===== config.mk =====
export PLATFORM = sky130hd
export DESIGN_NAME = ext_reg_decoder
export DESIGN_NICKNAME = d
export VERILOG_FILES = /design/src/rtl/ext_decode_pkg.sv /design/src/rtl/ext_port_match.sv /design/src/rtl/ext_setup_regs.sv /design/src/rtl/ext_index_file.sv /design/src/rtl/ext_reg_decoder.sv
export SDC_FILE = /design/constraint.sdc
export NUM_CORES = 2
export LEC_CHECK = 0
export BUFFER_PORTS_ARGS = -buffer_cell sky130_fd_sc_hd__buf_2
export CORE_MARGIN = 5
export CORE_UTILIZATION = 30
export DETAILED_ROUTE_END_ITERATION = 12
export HOLD_SLACK_MARGIN = 0.06
export PLACE_DENSITY = 0.52
export SLEW_MARGIN = 30
export SYNTH_ARGS = -nofsm -noshare
export SYNTH_HDL_FRONTEND = slang
export SYNTH_SLANG_ARGS = --single-unit

===== constraint.sdc =====
create_clock -name clk -period 3.75 [get_ports clk]
set_input_delay 0.1875 -clock clk [delete_from_list [all_inputs] [get_ports clk]]
set_output_delay 0.1875 -clock clk [all_outputs]
set_load 0.01 [all_outputs]

===== src/rtl/ext_decode_pkg.sv =====
// Package: shared constants for the extension register decoder.
// Holds the I/O port map, the control bit positions and the fixed ID value.
// Assumes a 16-bit I/O address and byte-wide registers.
package ext_decode_pkg;

    localparam int ADDR_W = 16;
    localparam int DATA_W = 8;

    // Decoded port slots; the order indexes PORT_ADDR
    typedef enum int unsigned {
        PT_SETUP_CTL = 0,
        PT_CARD_LO,
        PT_CARD_HI,
        PT_GLB_EN,
        PT_MULTI_EN,
        PT_GLB_ID,
        PT_IDX_MONO,
        PT_DAT_MONO,
        PT_IDX_COLOR,
        PT_DAT_COLOR,
        PT_COUNT
    } port_e;

    localparam int NUM_PORTS = int'(PT_COUNT);

    localparam logic [ADDR_W-1:0] PORT_ADDR [NUM_PORTS] = '{
        16'h46E8, 16'h0100, 16'h0101, 16'h0102, 16'h0103,
        16'h0104, 16'h03B6, 16'h03B7, 16'h03D6, 16'h03D7
    };

    localparam int SC_SETUP_BIT   = 4;
    localparam int SC_ADAPTER_BIT = 3;
    localparam int GE_VGA_BIT     = 0;
    localparam int ME_RELOC_BIT   = 6;
    localparam int ME_GATE_BIT    = 7;

    localparam int NARROW_REG_IDX = 2;
    localparam int NARROW_REG_BIT = 5;

    localparam logic [DATA_W-1:0] GLOBAL_ID = 8'hA5;
    localparam logic [DATA_W-1:0] IDLE_DATA = 8'hFF;

endpackage


===== src/rtl/ext_port_match.sv =====
// Module: compares one I/O address against one fixed port address.
// When NARROW_W is below the address width, the narrow input picks a
// compare of only the low NARROW_W bits. Purely combinational.
module ext_port_match
    import ext_decode_pkg::*;
#(
    parameter logic [ADDR_W-1:0] PORT     = '0,
    parameter int                NARROW_W = 10
) (
    input  logic [ADDR_W-1:0] addr,
    input  logic              narrow,
    output logic              hit
);

    generate
        if (NARROW_W < ADDR_W) begin : g_dual
            // Compare width chosen at run time
            always_comb begin
                if (narrow) hit = (addr[NARROW_W-1:0] == PORT[NARROW_W-1:0]);
                else        hit = (addr == PORT);
            end
        end else begin : g_full
            logic unused_narrow;
            // Narrowing has no meaning at full width; compare all bits
            always_comb begin
                unused_narrow = narrow;
                hit = (addr == PORT);
            end
        end
    endgenerate

endmodule


===== src/rtl/ext_setup_regs.sv =====
// Module: setup-control, global-enable and multiple-enable registers.
// Assumes every select input is already qualified by address and mode.
// Writes land on the rising edge; reset clears all of them.
module ext_setup_regs
    import ext_decode_pkg::*;
(
    input  logic              clk,
    input  logic              rst_n,
    input  logic              io_wr,
    input  logic [DATA_W-1:0] io_wdata,
    input  logic              sel_ctl,
    input  logic              sel_gen,
    input  logic              sel_men,
    output logic              setup_mode,
    output logic              adapter_en,
    output logic              vga_en,
    output logic [DATA_W-1:0] men_q,
    output logic [DATA_W-1:0] ctl_rd,
    output logic [DATA_W-1:0] gen_rd
);

    // Register updates for the three control bytes
    always_ff @(posedge clk) begin
        if (!rst_n) begin
            setup_mode <= 1'b0;
            adapter_en <= 1'b0;
            vga_en     <= 1'b0;
            men_q      <= '0;
        end else if (io_wr) begin
            if (sel_ctl) begin
                setup_mode <= io_wdata[SC_SETUP_BIT];
                adapter_en <= io_wdata[SC_ADAPTER_BIT];
            end
            if (sel_gen) vga_en <= io_wdata[GE_VGA_BIT];
            if (sel_men) men_q  <= io_wdata;
        end
    end

    // Readback images of the bit-wise registers
    always_comb begin
        ctl_rd = '0;
        ctl_rd[SC_SETUP_BIT]   = setup_mode;
        ctl_rd[SC_ADAPTER_BIT] = adapter_en;
        gen_rd = '0;
        gen_rd[GE_VGA_BIT] = vga_en;
    end

endmodule


===== src/rtl/ext_index_file.sv =====
// Module: extension index register, extension register array and write strobe.
// Assumes sel_dat is already qualified by the data-port gate.
// The array is made of flops so that one bit of it can drive the decode width.
module ext_index_file
    import ext_decode_pkg::*;
#(
    parameter int IDX_W = 8
) (
    input  logic              clk,
    input  logic              rst_n,
    input  logic              io_wr,
    input  logic [DATA_W-1:0] io_wdata,
    input  logic              sel_idx,
    input  logic              sel_dat,
    output logic [IDX_W-1:0]  idx_q,
    output logic [DATA_W-1:0] dat_rd,
    output logic              narrow,
    output logic              wr_stb,
    output logic [IDX_W-1:0]  wr_idx,
    output logic [DATA_W-1:0] wr_data
);

    localparam int DEPTH = 1 << IDX_W;

    logic [DATA_W-1:0] regs [DEPTH];

    // Index register load
    always_ff @(posedge clk) begin
        if (!rst_n)                 idx_q <= '0;
        else if (io_wr && sel_idx)  idx_q <= io_wdata[IDX_W-1:0];
    end

    // Array write through the data port
    always_ff @(posedge clk) begin
        if (!rst_n) begin
            for (int i = 0; i < DEPTH; i++) regs[i] <= '0;
        end else if (io_wr && sel_dat) begin
            regs[idx_q] <= io_wdata;
        end
    end

    // Strobe with index and data, one cycle after an accepted write
    always_ff @(posedge clk) begin
        if (!rst_n) begin
            wr_stb  <= 1'b0;
            wr_idx  <= '0;
            wr_data <= '0;
        end else begin
            wr_stb <= io_wr && sel_dat;
            if (io_wr && sel_dat) begin
                wr_idx  <= idx_q;
                wr_data <= io_wdata;
            end
        end
    end

    // Data-port readback and decode-width flag
    always_comb begin
        dat_rd = regs[idx_q];
        narrow = regs[NARROW_REG_IDX][NARROW_REG_BIT];
    end

endmodule


===== src/rtl/ext_reg_decoder.sv =====
// Module (top): decodes I/O cycles for the setup and extension register space.
// Assumes single-cycle I/O strobes and never both strobes in one cycle.
// Reads are combinational; writes take effect at the next rising edge.
module ext_reg_decoder
    import ext_decode_pkg::*;
#(
    parameter logic [15:0] CARD_ID  = 16'h6A3C,
    parameter int          NARROW_W = 10
) (
    input  logic              clk,
    input  logic              rst_n,
    input  logic [15:0]       io_addr,
    input  logic              io_rd,
    input  logic              io_wr,
    input  logic [7:0]        io_wdata,
    output logic [7:0]        io_rdata,
    output logic              io_hit,
    output logic              setup_mode,
    output logic              adapter_en,
    output logic              vga_en,
    output logic              ext_wr_stb,
    output logic [7:0]        ext_wr_idx,
    output logic [7:0]        ext_wr_data
);

    localparam int IDX_W = 8;

    logic [NUM_PORTS-1:0] port_hit;
    logic                 narrow;
    logic [DATA_W-1:0]    men_q, ctl_rd, gen_rd, dat_rd;
    logic [IDX_W-1:0]     idx_q;
    logic sel_ctl, sel_cid_lo, sel_cid_hi, sel_gen, sel_men, sel_gid;
    logic sel_idx, sel_dat_raw, sel_dat_open;

    // One comparator per port in the map
    generate
        for (genvar g = 0; g < NUM_PORTS; g++) begin : g_match
            ext_port_match #(.PORT(PORT_ADDR[g]), .NARROW_W(NARROW_W)) i_match (
                .addr   (io_addr),
                .narrow (narrow),
                .hit    (port_hit[g])
            );
        end
    endgenerate

    // Qualify raw hits with setup mode, pair location and data gate
    always_comb begin
        sel_ctl    = port_hit[PT_SETUP_CTL];
        sel_cid_lo = setup_mode && port_hit[PT_CARD_LO];
        sel_cid_hi = setup_mode && port_hit[PT_CARD_HI];
        sel_gen    = setup_mode && port_hit[PT_GLB_EN];
        sel_men    = setup_mode && port_hit[PT_MULTI_EN];
        sel_gid    = setup_mode && port_hit[PT_GLB_ID];
        if (men_q[ME_RELOC_BIT]) begin
            sel_idx     = port_hit[PT_IDX_MONO];
            sel_dat_raw = port_hit[PT_DAT_MONO];
        end else begin
            sel_idx     = port_hit[PT_IDX_COLOR];
            sel_dat_raw = port_hit[PT_DAT_COLOR];
        end
        sel_dat_open = sel_dat_raw && men_q[ME_GATE_BIT];
    end

    ext_setup_regs i_setup (
        .clk        (clk),
        .rst_n      (rst_n),
        .io_wr      (io_wr),
        .io_wdata   (io_wdata),
        .sel_ctl    (sel_ctl),
        .sel_gen    (sel_gen),
        .sel_men    (sel_men),
        .setup_mode (setup_mode),
        .adapter_en (adapter_en),
        .vga_en     (vga_en),
        .men_q      (men_q),
        .ctl_rd     (ctl_rd),
        .gen_rd     (gen_rd)
    );

    ext_index_file #(.IDX_W(IDX_W)) i_xfile (
        .clk      (clk),
        .rst_n    (rst_n),
        .io_wr    (io_wr),
        .io_wdata (io_wdata),
        .sel_idx  (sel_idx),
        .sel_dat  (sel_dat_open),
        .idx_q    (idx_q),
        .dat_rd   (dat_rd),
        .narrow   (narrow),
        .wr_stb   (ext_wr_stb),
        .wr_idx   (ext_wr_idx),
        .wr_data  (ext_wr_data)
    );

    // Read data mux and hit flag
    always_comb begin
        io_hit   = 1'b0;
        io_rdata = IDLE_DATA;
        if (io_rd) begin
            io_hit = 1'b1;
            if (sel_ctl)          io_rdata = ctl_rd;
            else if (sel_cid_lo)  io_rdata = CARD_ID[7:0];
            else if (sel_cid_hi)  io_rdata = CARD_ID[15:8];
            else if (sel_gen)     io_rdata = gen_rd;
            else if (sel_men)     io_rdata = men_q;
            else if (sel_gid)     io_rdata = GLOBAL_ID;
            else if (sel_idx)     io_rdata = idx_q;
            else if (sel_dat_raw) io_rdata = sel_dat_open ? dat_rd : IDLE_DATA;
            else                  io_hit   = 1'b0;
        end
    end

endmodule


==> summary.txt <==
Layout
  – Fillcell total: 30.6k
  – Most common cell after layout, fill and taps aside: and2_1
  – Final Non-Filler Cells: 11.9k
  – Area growth syn-to-layout: 20.9%
  – Commonest cells after routing, fill and taps aside: 2055 x and2_1, 2048 x edfxtp_1, 711 x buf_4
  – Fin nets: approximately 7.4k
  – Fraction of layout cells with a size suffix above 1: 0.266

Global route
  – Via count of the first global-routing pass: 61.2k
  – Largest net degree at the start of global routing: roughly 110
  – Initial antenna violation count: 15
  – All-layer global routing usage: 0.194
  – GR Overflow Total: 0
  – First-pass GRT wire length: 478000 um

Detailed routing
  – Via density: 5.14
  – Drt drc: 0
  – Vias: 61.2k
  – Routed len/inst: about 28 um
  – Total routed wirelength: between 300000 and 400000 um
  – Detailed Route Iter0 Violations: 7071
  – Post-route ant nets: 0
  – TritonRoute pass-1 iters: 7

Floorplanning
  – Starting density of the core: 0.302
  – Site row count: 209
  – Die width: 581 um
  – Die H: slightly below 600 um
  – Die area: ~340000 um^2
  – Placeable core area: 325000 um^2
  – IO Count: 57

STA
  – Max Clock Skew: approximately 44 ps
  – Min Tclk post-route: 4380 ps
  – Fmax: 228 MHz
  – Fin. max-slew vios: 0
  – Unrepaired setup endpoints after global routing: yes
  – Worst setup margin: -630 ps
  – # setup viols final: 8
  – Worst-Margin Slew: 998 ps
  – Tcrit/Tclk final: 1.17
  – Slew headroom: 0.335
  – Final Hold Viols: 0

Placement
  – Cells after DPL: 11.4k
  – RePlAce Congestion: around 0.9
  – I/O Buffers: 56
  – Pre-CTS setup slack: -535 ps
  – Post-DP HPWL: between 200000 and 250000 um

Critical path
  – Data required, critical path: 3560 ps
  – Worst setup EP type: output pin
  – Crit path kind: flop to output pin
  – Reg2reg end: i_setup.adapter_en
  – WP data arrival: between 4000 and 5000 ps
  – Worst setup path end: io_rdata[3]
  – Reg2Reg Depth: 9
  – Flop-to-flop setup slack: 210 ps
  – Worst Setup Start Kind: flop
  – CP Max Fanout: 6
  – Reg2reg start: i_xfile.regs[2][5]

Synthesis
  – Synthesis warning total: 0
  – Largest area contributor in the netlist: edfxtp_1
  – Synth Instances: around 6.8k
  – Yosys cell types: 84
  – Primary FF master, synth: edfxtp_1
  – Top cells by area, synth: edfxtp_1 63%, and2_1 13%, mux4_2 9.1%, mux2i_1 2.6%, o21ai_0 1.6%
  – Asr flop ratio synth: 0
  – Avg Inst Size Synth: 14.4 um^2
  – Post-Syn Nets: 6847
  – EDFF count, synth: 2048
  – Synth top area share: 0.628
  – #FFs+latches synth: 2092
  – Mapped Area: 97900 um^2
  – Seq/Total Area, Yosys: 0.637

Clock tree
  – Clock sink count: 2092
  – Total CTS buffers: 220
  – H-tree depth: 4
  – Clock latency on the worst-skew pair: 900 ps
  – Maximum clock path buffer count: 4
  – Root Buffer: clkbuf_16
  – Clk slew on worst S/H paths: 70 ps
  – TritonCTS clock tree: built

Run
  – Maxcap violations: 0

Power and ir drop
  – Leakage: just under 40 nW
  – Pwr Density: 438 nW/um^2
  – VDD IR max: a little under 0.4 mV

Hold path
  – Tightest Hold Check Type: input port to flop

Run status
  – Status: finished with violations
  – Failing checks: negative setup slack
registers in the layout (all words and copies together) (netlist names), named ones only:
signal              cells
i_xfile.wr_data         8
i_xfile.wr_stb          1
i_setup.setup_mode      1
i_setup.adapter_en      1
i_setup.vga_en          1
i_setup.men_q           8
i_xfile.regs         2048
i_xfile.idx_q           8
i_xfile.wr_idx          8
what timing repair did:
item / 4_1_cts / 5_1_grt
setup buffers: 75 / 36
pin swaps: 47 / 55
cloned: 10 / 0
hold endpoints to repair: 135 / 69
resized for setup: 217 / 112
hold buffers: 19 / 2
endpoints found under the setup margin: 8 / 8
logic make-up after synthesis:
family	after synthesis	share of synthesized area
AO/OA/AOI/OAI	686	0.0442
buffers and inverters	586	0.0277
flip-flops	2092	0.637
multiplexers	680	0.121
AND/OR/NAND/NOR	2775	0.171
worst min path at each step:
stage / start / endpoint / slack (ps) / depth (start not counted)
final: io_wr / i_xfile.wr_stb / 260 / 3
after global routing: io_wr / i_xfile.wr_stb / 240 / 3
after global placement: i_xfile.wr_data[6] / i_xfile.wr_data[6] / 450 / 2
after floorplan: i_setup.men_q[0] / i_setup.men_q[0] / 480 / 2
after CTS: io_wdata[0] / flop / 160 / 3
after detailed placement: i_xfile.wr_idx[5] / i_xfile.wr_idx[5] / 460 / 2
layout make-up:
type / count / area [um^2] / share of cell area
multi-input cells: 4141 / 34400 / 0.290
repair buffers: 942 / 8910 / 0.0752
flip-flops and latches: 2092 / 62400 / 0.527
diodes: 7 / 17.5 / 0.000148
clock buffers: 280 / 5910 / 0.0499
well taps: 4325 / 5410 / 0.0457
inverters: 8 / 38.8 / 0.000328
clock inverters: 121 / 1360 / 0.0115
layer usage:
| layer | track usage | part of all wire | up-vias |
|---|---|---|---|
| met3 | 0.0335 | 0.079 | 504 |
| met4 | 0.0558 | 0.032 | 2 |
| met2 | 0.308 | 0.46 | 2552 |
| li1 | - | - | 26300 |
| met5 | 0 | 0.000059 | - |
| met1 | 0.274 | 0.43 | 31900 |
where the power goes:
| group | leakage (nW) | switching [mW] | internal [mW] |
|---|---|---|---|
| Sequential | 19.9 | 0.389 | 26.7 |
| Combinational | 16.2 | 1.46 | 0.756 |
| Clock | 3.54 | 9.58 | 13.0 |
| Total | 39.6 | 11.4 | 40.4 |
critical path, stage by stage (launching register included):
cell and delay, ps:
dfxtp_4 400, buf_4 140, buf_12 160, buf_12 150, buf_16 140, buf_12 120, mux4_2 560, nor2_1 120
nor2_1 90, o22ai_2 170, a221oi_4 150, or3_4 460, o32a_1 430, buf_2 170
synth_stat cells, types with 10 or more instances:
cell	n
nor3_1	22
buf_4	53
buf_6	21
nor2_1	200
a21oi_1	71
a211oi_1	31
a31oi_1	10
and2_1	2057
mux2i_1	255
buf_2	96
nor2_2	89
dfxtp_1	44
o22ai_1	34
o21ai_0	307
nor2_4	41
a21boi_0	19
a22oi_1	73
o221ai_1	18
mux2_2	28
nand2b_1	17
edfxtp_1	2048
a221oi_1	23
a22o_1	16
nand2_1	172
clkbuf_1	377
nor2b_1	51
buf_1	28
nand3_1	41
nand4_1	18
mux4_2	397
a2111oi_0	10
through the flow:
stage | hold WS (ps) | power (mW) | cell area [um^2] | utilization | setup TNS, ps
CTS | 156 | 52.2 | 118000 | 0.362 | -5030
global route | 236 | 53.3 | 118000 | 0.365 | -5000
floorplan | 477 | 28.4 | 97900 | - | 0
detailed placement | 460 | 29.7 | 108000 | 0.333 | -2920
global placement | 451 | 29.7 | 108000 | 0.333 | -4540
finish | 261 | 51.9 | 118000 | 0.365 | -4630
Power figures use the tool's default switching activity.
